**src/rtl/dma_pkg.sv**
```systemverilog
package dma_pkg;
  localparam int NUM_CH = 4;
  localparam int CH_W = $clog2(NUM_CH);

  typedef enum logic [1:0] {STEP_FIX = 2'd0, STEP_INC = 2'd1, STEP_DEC = 2'd2, STEP_RSV = 2'd3} stepMode_t;
  typedef enum logic [1:0] {PH_IDLE, PH_READ, PH_WRITE, PH_SINGLE} phase_t;

  // Configuration word, bit 0 upward: enable, size[3:1], srcStep[5:4],
  // dstStep[7:6], singleAddr[8], devToMem[9], burst[10], irqEn[11]
  typedef struct packed {
    logic      irqEn;
    logic      burst;
    logic      devToMem;
    logic      singleAddr;
    stepMode_t dstStep;
    stepMode_t srcStep;
    logic [2:0] size;
    logic      enable;
  } chanCfg_t;

  localparam int CFG_W = $bits(chanCfg_t);

  localparam logic [2:0] SEL_SRC = 3'd0;
  localparam logic [2:0] SEL_DST = 3'd1;
  localparam logic [2:0] SEL_CNT = 3'd2;
  localparam logic [2:0] SEL_CFG = 3'd3;
  localparam logic [2:0] SEL_CLR = 3'd4;

  // Strobes from control to datapath
  typedef struct packed {
    logic            stepXfer;
    logic [CH_W-1:0] chan;
    phase_t          phase;
  } ctrlStrobe_t;
endpackage

```
**src/rtl/dma_datapath.sv**
```systemverilog
module dma_datapath
  import dma_pkg::*;
#(
  parameter int ADDR_W = 32,
  parameter int CNT_W  = 24
) (
  input  logic                    clk,
  input  logic                    rstN,
  input  logic                    regWe,
  input  logic [CH_W-1:0]         regChan,
  input  logic [2:0]              regSel,
  input  logic [ADDR_W-1:0]       regWdata,
  input  ctrlStrobe_t             strobe,
  output chanCfg_t [NUM_CH-1:0]   cfgVec,
  output logic [NUM_CH-1:0]       lastXfer,
  output logic [NUM_CH-1:0]       xferEnd,
  output logic [NUM_CH-1:0]       irq,
  output logic [ADDR_W-1:0]       busAddr
);
  logic [ADDR_W-1:0] srcArr [NUM_CH];
  logic [ADDR_W-1:0] dstArr [NUM_CH];

  function automatic logic [ADDR_W-1:0] nextAddr(input logic [ADDR_W-1:0] a,
                                                 input stepMode_t m,
                                                 input logic [2:0] sz);
    logic [ADDR_W-1:0] delta;
    delta = (sz >= 3'd4) ? ADDR_W'(32) : (ADDR_W'(1) << sz);
    case (m)
      STEP_INC: return a + delta;
      STEP_DEC: return a - delta;
      default:  return a;
    endcase
  endfunction

  for (genvar c = 0; c < NUM_CH; c++) begin : g_ch
    logic [ADDR_W-1:0] srcR, dstR;
    logic [CNT_W-1:0]  cntR;
    chanCfg_t          cfgR;
    logic              endR;
    logic              hit, stepHere, finishHere;

    assign hit        = regWe && (regChan == CH_W'(c));
    assign stepHere   = strobe.stepXfer && (strobe.chan == CH_W'(c));
    assign finishHere = stepHere && (cntR == CNT_W'(1));

    always_ff @(posedge clk) begin
      if (!rstN) begin
        srcR <= '0;
        dstR <= '0;
        cntR <= '0;
        cfgR <= '0;
        endR <= 1'b0;
      end else begin
        if (hit && regSel == SEL_SRC) srcR <= regWdata;
        else if (stepHere)            srcR <= nextAddr(srcR, cfgR.srcStep, cfgR.size);
        if (hit && regSel == SEL_DST) dstR <= regWdata;
        else if (stepHere)            dstR <= nextAddr(dstR, cfgR.dstStep, cfgR.size);
        if (hit && regSel == SEL_CNT) cntR <= regWdata[CNT_W-1:0];
        else if (stepHere)            cntR <= cntR - CNT_W'(1);
        if (hit && regSel == SEL_CFG) cfgR <= chanCfg_t'(regWdata[CFG_W-1:0]);
        if (finishHere)               cfgR.enable <= 1'b0;
        if (finishHere)               endR <= 1'b1;
        else if (hit && regSel == SEL_CLR && regWdata[0]) endR <= 1'b0;
      end
    end

    assign srcArr[c]   = srcR;
    assign dstArr[c]   = dstR;
    assign cfgVec[c]   = cfgR;
    assign lastXfer[c] = (cntR == CNT_W'(1));
    assign xferEnd[c]  = endR;
    assign irq[c]      = endR & cfgR.irqEn;
  end

  always_comb begin
    case (strobe.phase)
      PH_READ:   busAddr = srcArr[strobe.chan];
      PH_WRITE:  busAddr = dstArr[strobe.chan];
      PH_SINGLE: busAddr = cfgVec[strobe.chan].devToMem ? dstArr[strobe.chan] : srcArr[strobe.chan];
      default:   busAddr = '0;
    endcase
  end
endmodule

```
**src/rtl/dma_control.sv**
```systemverilog
module dma_control
  import dma_pkg::*;
(
  input  logic                  clk,
  input  logic                  rstN,
  input  logic [NUM_CH-1:0]     dreq,
  input  logic                  arbRoundRobin,
  input  chanCfg_t [NUM_CH-1:0] cfgVec,
  input  logic [NUM_CH-1:0]     lastXfer,
  input  logic                  busReady,
  output ctrlStrobe_t           strobe,
  output logic                  busReq,
  output logic                  busWrite,
  output logic [2:0]            busSize,
  output logic [NUM_CH-1:0]     dack
);
  phase_t          phase;
  logic [CH_W-1:0] activeCh, lastGrant, grantCh;
  logic [NUM_CH-1:0] pending;
  logic            found, xferDone;
  chanCfg_t        actCfg;

  for (genvar c = 0; c < NUM_CH; c++) begin : g_pend
    assign pending[c] = dreq[c] & cfgVec[c].enable;
  end

  always_comb begin
    grantCh = '0;
    found   = 1'b0;
    for (int k = 0; k < NUM_CH; k++) begin
      int idx;
      idx = arbRoundRobin ? ((int'(lastGrant) + 1 + k) % NUM_CH) : k;
      if (!found && pending[idx]) begin
        grantCh = CH_W'(idx);
        found   = 1'b1;
      end
    end
  end

  assign actCfg   = cfgVec[activeCh];
  assign xferDone = busReady && (phase == PH_WRITE || phase == PH_SINGLE);

  always_ff @(posedge clk) begin
    if (!rstN) begin
      phase     <= PH_IDLE;
      activeCh  <= '0;
      lastGrant <= CH_W'(NUM_CH - 1);
    end else begin
      case (phase)
        PH_IDLE:
          if (found) begin
            activeCh  <= grantCh;
            lastGrant <= grantCh;
            phase     <= cfgVec[grantCh].singleAddr ? PH_SINGLE : PH_READ;
          end
        PH_READ:
          if (busReady) phase <= PH_WRITE;
        default:
          if (busReady) begin
            if (actCfg.burst && !lastXfer[activeCh])
              phase <= actCfg.singleAddr ? PH_SINGLE : PH_READ;
            else
              phase <= PH_IDLE;
          end
      endcase
    end
  end

  assign strobe.stepXfer = xferDone;
  assign strobe.chan     = activeCh;
  assign strobe.phase    = phase;

  assign busReq   = (phase != PH_IDLE);
  assign busWrite = (phase == PH_WRITE) || (phase == PH_SINGLE && actCfg.devToMem);
  assign busSize  = actCfg.size;
  assign dack     = (phase == PH_SINGLE) ? (NUM_CH'(1) << activeCh) : '0;
endmodule

```
**src/rtl/dma4_engine.sv**
```systemverilog
module dma4_engine
  import dma_pkg::*;
#(
  parameter int ADDR_W = 32,
  parameter int CNT_W  = 24
) (
  input  logic              clk,
  input  logic              rstN,
  input  logic              regWe,
  input  logic [CH_W-1:0]   regChan,
  input  logic [2:0]        regSel,
  input  logic [ADDR_W-1:0] regWdata,
  input  logic              arbRoundRobin,
  input  logic [NUM_CH-1:0] dreq,
  input  logic              busReady,
  output logic              busReq,
  output logic              busWrite,
  output logic [ADDR_W-1:0] busAddr,
  output logic [2:0]        busSize,
  output logic [NUM_CH-1:0] dack,
  output logic [NUM_CH-1:0] irq,
  output logic [NUM_CH-1:0] xferEnd
);
  ctrlStrobe_t           strobe;
  chanCfg_t [NUM_CH-1:0] cfgVec;
  logic [NUM_CH-1:0]     lastXfer;

  dma_datapath #(.ADDR_W(ADDR_W), .CNT_W(CNT_W)) u_dp (
    .clk(clk), .rstN(rstN), .regWe(regWe), .regChan(regChan), .regSel(regSel),
    .regWdata(regWdata), .strobe(strobe), .cfgVec(cfgVec), .lastXfer(lastXfer),
    .xferEnd(xferEnd), .irq(irq), .busAddr(busAddr)
  );

  dma_control u_ctl (
    .clk(clk), .rstN(rstN), .dreq(dreq), .arbRoundRobin(arbRoundRobin),
    .cfgVec(cfgVec), .lastXfer(lastXfer), .busReady(busReady), .strobe(strobe),
    .busReq(busReq), .busWrite(busWrite), .busSize(busSize), .dack(dack)
  );
endmodule

```
**config.mk**
```make
export PLATFORM = sky130hd
export DESIGN_NAME = dma4_engine
export DESIGN_NICKNAME = d
export VERILOG_FILES = /design/src/rtl/dma_pkg.sv /design/src/rtl/dma_datapath.sv /design/src/rtl/dma_control.sv /design/src/rtl/dma4_engine.sv
export SDC_FILE = /design/constraint.sdc
export NUM_CORES = 2
export LEC_CHECK = 0
export BUFFER_PORTS_ARGS = -buffer_cell sky130_fd_sc_hd__buf_2
export CAP_MARGIN = 20
export CORE_MARGIN = 5
export CORE_UTILIZATION = 45
export CTS_BUF_LIST = sky130_fd_sc_hd__clkbuf_8
export CTS_CLUSTER_DIAMETER = 50
export DETAILED_ROUTE_END_ITERATION = 6
export PLACE_DENSITY = 0.61
export SYNTH_ARGS = -nofsm -noshare
export SYNTH_HDL_FRONTEND = slang
export SYNTH_HIERARCHICAL = 1
export SYNTH_SLANG_ARGS = --single-unit
export TNS_END_PERCENT = 20
```
**constraint.sdc**
```tcl
create_clock -name clk -period 10.75 [get_ports clk]
set_clock_uncertainty 0.2 [all_clocks]
set_input_delay 0.5375 -clock clk [delete_from_list [all_inputs] [get_ports clk]]
set_output_delay 0.5375 -clock clk [all_outputs]
set_load 0.005 [all_outputs]
```
# After elaboration in Yosys (flattened, before gate mapping)
# Index checks and enable logic that the tools add are counted.
# W data, S select, Z words.
[op_classes]
n_reduce_logical = 96
shift = 5
magnitude_cmp = 11
n_bitwise = 14
n_mux = 90
add_sub_neg = 24
n_eq_ne = 35
div_mod_pow = 0
n_mul = 0
[ops]
columns = ["operator", "n"]
rows = [
  ["$mux W32", 29],
  ["$pmux W32 S2", 8],
  ["$add A32 B32 Y32", 8],
  ["$sub A32 B32 Y32", 8],
  ["$mux W24", 8],
  ["$bmux W32 S2", 2],
  ["$lt A32 B4 Y1 const B", 4],
  ["$shl A1 B3 Y32 const A", 4],
  ["$eq A24 B1 Y1 const B", 4],
  ["$pmux W32 S3", 1],
  ["$sub A24 B1 Y24 const B", 4],
  ["$add A32 B3 Y32 const B", 2],
  ["$bmux W12 S2", 2],
  ["$logic_and A1 B1 Y1", 42],
  ["$reduce_bool A2 Y1", 18],
  ["$add A32 B2 Y32 const B", 1],
  ["$eq A2 B2 Y1 const B", 14],
  ["$reduce_bool A3 Y1", 8],
  ["$eq A2 B1 Y1 const B", 11],
  ["$mux W1", 21],
  ["$mux W2", 10],
  ["$reduce_and A2 Y1", 9],
  ["$reduce_or A2 Y1", 8],
  ["$ge A3 B3 Y1 const B", 5],
  ["22 further kinds", 44],
]
[word_totals]
rom_bits = 0
wordCells = 326
latchBits = 0
memories = 0
mem_bits_rw = 0
regBits = 410
output_inout_bits = 49

# Depth between registers and ports, before layout
[logic_depth]
depth_word = 22
ltp_mapped = 17
mapped_depth_nobuf = 16

# By module
# Netlist, hierarchy kept.
[modules_own_cells]
columns = ["mod", "cells_each", "seq_area_each_um2", "area_each_um2", "instances"]
rows = [
  ["dma_datapath", 4300, 8087.8, 32889.0, 1],
  ["dma_control", 79, 120.1, 701.9, 1],
]

# Worst setup path after synthesis
# OpenSTA, ideal clock, no wires.
[synth_timing]
path_type = "register to register"
from = "register u_dp.g_ch[3].cfgR (netlist bit u_dp/cfgVec[39])"
to = "register u_dp.g_ch[3].srcR[31]"
setup_time_ps = 74
arrival_time_ps = 3749
setup_slack_ps = 6727
path_buffers = 1
stages_incl_launch_ff = 17
path_cell_list = "dfxtp_1 > clkbuf_1 > or3_1 > ha_1 > inv_1 > mux2_2 > ha_1 > nand2b_1 > a21oi_1 > o41ai_1 > o41ai_2 > a211oi_1 > o31ai_1 > a21oi_1 > xor2_1 > or3_1 > a31oi_1"
[synth_between]
elab_chain_len = 6
elab_cells_between_ends = 8
[synth_lines]
columns = ["element", "line_no", "source"]
rows = [
  ["start: declaration", "dma_datapath.sv:38", "chanCfg_t cfgR;"],
  ["start signal: assignment", "dma_datapath.sv:60", "if (hit && regSel == SEL_CFG) cfgR <= chanCfg_t'(regWdata[CFG_W-1:0]);"],
  ["$ge A3 B3 Y1 / $shl A1 B3 Y32 (equally long branches)", "dma_datapath.sv:27", "delta = (sz >= 3'd4) ? ADDR_W'(32) : (ADDR_W'(1) << sz);"],
  ["$mux W32 (*)", "dma_datapath.sv:27", ""],
  ["$sub A32 B32 Y32 / $add A32 B32 Y32 (equally long branches)", "dma_datapath.sv:30, dma_datapath.sv:29", ""],
  ["$pmux W32 S2 (*)", "dma_datapath.sv:28", "case (m)"],
  ["$mux W32 (*)", "dma_datapath.sv:55", "else if (stepHere) srcR <= nextAddr(srcR, cfgR.srcStep, cfgR.size);"],
  ["$mux W32 (*)", "dma_datapath.sv:54", "if (hit && regSel == SEL_SRC) srcR <= regWdata;"],
  ["end signal: assignment", "dma_datapath.sv:54", ""],
  ["end signal: assignment", "dma_datapath.sv:55", ""],
  ["end: declaration", "dma_datapath.sv:36", "logic [ADDR_W-1:0] srcR, dstR;"],
]
# Mark *: on every way between the ends. The rest lies on a longest branch, timed or not. The select of a mux whose other input is x is not followed.
# A chain may end at the register's enable or synchronous reset.

# Worst setup path after layout
[layout_timing]
from = "register u_dp.g_ch[1].cfgR (netlist bit u_dp/cfgVec[15])"
to = "register u_dp.g_ch[1].dstR[28]"
[layout_between]
elab_chain_len = 6
elab_cells_between_ends = 8
[layout_lines]
columns = ["element", "line_no", "source"]
rows = [
  ["start: declaration", "dma_datapath.sv:38", ""],
  ["start signal: assignment", "dma_datapath.sv:60", ""],
  ["$ge A3 B3 Y1 / $shl A1 B3 Y32 (equally long branches)", "dma_datapath.sv:27", ""],
  ["$mux W32 (*)", "dma_datapath.sv:27", ""],
  ["$sub A32 B32 Y32 / $add A32 B32 Y32 (equally long branches)", "dma_datapath.sv:30, dma_datapath.sv:29", ""],
  ["$pmux W32 S2 (*)", "dma_datapath.sv:28", ""],
  ["$mux W32 (*)", "dma_datapath.sv:57", "else if (stepHere) dstR <= nextAddr(dstR, cfgR.dstStep, cfgR.size);"],
  ["$mux W32 (*)", "dma_datapath.sv:56", "if (hit && regSel == SEL_DST) dstR <= regWdata;"],
  ["end signal: assignment", "dma_datapath.sv:56", ""],
  ["end signal: assignment", "dma_datapath.sv:57", ""],
  ["end: declaration", "dma_datapath.sv:36", ""],
]
# Marks and branches as above.

==> impl_results.md <==
- Worst vdd ir: between 100 and 150 uV
- Pleak: ~15 nW
- Busiest grt layer: met2
- Synthesized area: between 0.03 and 0.04 mm2
- Run status: finished with violations
- Number of I/O pins: 95
- Reg area: 0.00822 mm2
- CTS sink cnt: slightly above 400
- Most area-consuming cells after synthesis: dfxtp_1 (24%), ha_1 (9.9%), a21oi_1 (6.4%)
- Worst Hold Slack: around 0.069 ns
- HPWL Detailed: 88,800 um
- PD cells: a little over 100 mW/mm2
- Routed Antenna Nets: 0
- RR Endpoint: u_dp/g_ch[1].dstR[28]
- H-tree depth: 3
- IO Port Bufs: 94
- Yosys synthesis warning count: 6
- Core Rows: 100
- Initial antenna violation count: 5
- Post-synth top flop: dfxtp_1
- Critical Path Start Type: flip-flop
- Vias after detailed routing: about 33,000
- First DRT Iteration DRCs: roughly 3,200
- Worst path required time: ~11 ns
- Final instance area: approximately 0.037 mm2
- Hold depth: 2
- Max_slew headroom: between 20% and 30%
- Reg-to-reg slack, setup: 5.82 ns
- Fraction of layout cells with a size suffix above 1: a little under a tenth
- Initial Utilization: 45.3%
- FILL cells: 7,506
- Vias in the first global route: about 30,000
- Die Y: between 200 and 300 um
- Die area: 0.0802 mm2
- First-pass GRT wire length: about 180,000 um
- Cell Area, Placed: approximately 0.035 mm2
- Cells resized by post-CTS repair: 0
- R2R cell count: 15
- GR Util met2: roughly 45%
- Clock Path Buffers: 3
- GRT Overall Usage: between 20% and 30%
- Crit path DAT: between 5 and 6 ns
- DR vias/cell: about 6
- Setup Slack @ Placement: approximately 5.9 ns
- Final hold viol count: 0
- Max-cap violations: 0
- RSZ-0062 raised after global routing: false
- Gr ovfl total: 0
- Mean post-synth cell area: 7.67 um2
- Crit end category: flip-flop
- Root buffer cell: clkbuf_8
- Sequential share of the synthesized area: 24.4%
- Area Overhead vs Synth: 9.00%
- Worst Hold End: u_ctl/lastGrant[0]
- Synth top area share: between 20% and 30%
- Tcrit/Tclk final: between 40% and 50%
- Crit Path Class: reg2reg
- Final setup margin: roughly 5.8 ns
- Min-Delay Path Class: in2reg
- Minimum clock period: just under 5 ns
- Post-synthesis cell type with the largest combined area: dfxtp_1
- Fraction of registers with async set/reset: 0%
- Die Wd: 283 um
- Worst Max-Slew Pin Slew: between 1 and 1.5 ns
- Crit path max-delay cell type: a2111oi_0
- Worst r2r src: u_dp/cfgVec[15]
- Total CTS buffers: 83
- Cts hold-fix bufs: 0
- Routability Congestion: between 0.9 and 1
- Max Fclk: ~200 MHz
- Max Slew Vio Count: 0
- DRT Pass-1 Iters: 7
- Slowest stage delay, CP: between 0.7 and 0.8 ns
- Register bit count reported by yosys: between 400 and 500
- CP Max Fanout: 9
- Failing checks: design-rule violations
- Count of final setup violators: 0
- Core area: around 0.074 mm2
- Post-DR wirelength/cell: 22.9 um
- HP Start: rstN
- Multi-input logic area: 0.0240 mm2
- Worst path cell trace: or3_1 -> ha_1 -> nand2_1 -> nand2_1 -> ha_1 -> nand3_1 -> nor2_1 -> nand3_1 -> a2111oi_0 -> o221ai_1 -> a21oi_1 -> nand4_1 -> a21oi_1 -> nor3b_1 -> a221o_1
- Total negative slack: 0 ns
- Buffer count from post-CTS setup fixing: 0
- DRT Wirelength: 123,000 um
- Clk slew on worst S/H paths: approximately 0.07 ns
- Final routed DRC violation total: 1
- Largest net degree at the start of global routing: 130
- Distinct cells, synth: 89
- Clock latency on the worst-skew pair: ~0.70 ns
- CTS tree: yes
- Syn Inst Count: about 4,400
- Fin nets: roughly 4,700
- GR Layer Usage met1: between 30% and 40%
- GR Util met3: roughly 6.7%
- EDFF count, synth: 0
[cells in the mapped netlist (71+ instances only)]
cell type / instances
xnor2_1: 217
dfxtp_1: 410
nand2_1: 526
clkbuf_1: 234
a21o_1: 133
nor3_1: 75
mux4_2: 71
inv_1: 116
nor2_1: 485
a21oi_1: 429
ha_1: 266
o211ai_1: 122
xor2_1: 104
a211oi_1: 131
o21ai_0: 294
[final cells by class]
cell class | instances | area share [%]
multi-input cells | 3588 | 65.4
clock buffers | 105 | 3.95
repair buffers | 149 | 2.49
inverters | 116 | 1.21
well taps | 969 | 3.31
flip-flops and latches | 410 | 22.4
diodes | 3 | 0.0205
clock inverters | 48 | 1.15
[kinds of logic after synthesis]
kind of cell    share of synthesized area, %
fa+ha+maj                               10.4
other cells                           0.0224
flops                                   24.4
simple gates                            19.0
mux                                     6.59
compound gates                          26.9
xor+xnor                                8.37
buf+inv                                 4.36
[flip-flops by register name, summed over array words and instances, names as in the netlist]
register	count
u_ctl/phase	2
u_dp/cfgVec	48
u_ctl/lastGrant	2
u_dp/g_ch.srcR	128
u_dp/g_ch.dstR	128
u_dp/g_ch.cntR	96
u_ctl/activeCh	2
u_dp/g_ch.endR	4
[cell usage in the layout, fill, tap and decap left out, types with 9 or more instances in the layout]
cell | Yosys | final
inv_1 | 116 | 142
clkbuf_8 | 0 | 105
nand2_1 | 526 | 526
buf_2 | 1 | 93
buf_4 | 5 | 54
nor3_1 | 75 | 75
a31oi_1 | 59 | 59
o221ai_1 | 22 | 22
or2_2 | 13 | 13
a22oi_1 | 13 | 13
nor4_1 | 26 | 26
a21oi_1 | 429 | 429
o2111ai_1 | 9 | 9
xor2_1 | 104 | 104
ha_1 | 266 | 266
a311oi_1 | 15 | 15
o21bai_1 | 28 | 28
a21o_1 | 133 | 133
o22ai_1 | 12 | 12
o21ai_0 | 294 | 292
nand2b_1 | 51 | 51
mux4_2 | 71 | 71
nand4_1 | 27 | 27
or3_1 | 18 | 18
mux2i_1 | 59 | 59
nor2_1 | 485 | 483
a211o_1 | 9 | 9
and2_1 | 22 | 22
o211ai_1 | 122 | 122
o21a_1 | 34 | 34
a211oi_1 | 131 | 131
o31ai_1 | 18 | 18
nand3_1 | 70 | 70
and3_1 | 32 | 32
dfxtp_1 | 410 | 408
xnor2_1 | 217 | 217
nor2b_1 | 39 | 39
[report_power, final]
| part | internal [mW] | switching, mW | leakage, nW | total (mW) |
|---|---|---|---|---|
| registers | 1.54 | 0.0212 | 3.31 | 1.56 |
| clock network | 1.03 | 0.781 | 1.06 | 1.82 |
| logic | 0.0923 | 0.214 | 10.9 | 0.306 |
| total | 2.67 | 1.02 | 15.3 | 3.68 |
[critical path: cells and delay by family (launching register included)]
family	cells	cell delay [ns]
adders and majority gates	2	0.77
AOI/OAI and AO/OA	5	1.85
DFF	1	0.40
and+or+nand+nor	8	1.59
[through the flow]
stage	total power, mW	cells	utilization [%]
global route	3.81	5386	49.3
CTS	3.71	5383	49.3
finish	3.68	5388	49.3
global placement	1.89	5230	46.8
floorplan	1.78	4381	-
detailed placement	1.89	5230	46.8
[worst max path at each step]
stage,start,end,slack [ns]
floorplan,u_dp/cfgVec[39],u_dp/g_ch[3].srcR[31],6.73
global placement,u_dp/cfgVec[15],u_dp/g_ch[1].dstR[28],5.95
detailed placement,u_dp/cfgVec[15],u_dp/g_ch[1].dstR[28],5.88
CTS,u_dp/cfgVec[15],u_dp/g_ch[1].dstR[28],5.85
global route,u_dp/cfgVec[25],u_dp/g_ch[2].srcR[27],5.43
finish,u_dp/cfgVec[15],u_dp/g_ch[1].dstR[28],5.82
[metal layers]
layer / vias to the layer above / wire length, um
met1: 15619 / 54300
met5: - / 7
met2: 1319 / 53900
met4: 2 / 5170
li1: 15915 / -
met3: 253 / 10100
Power figures use the tool's default switching activity.
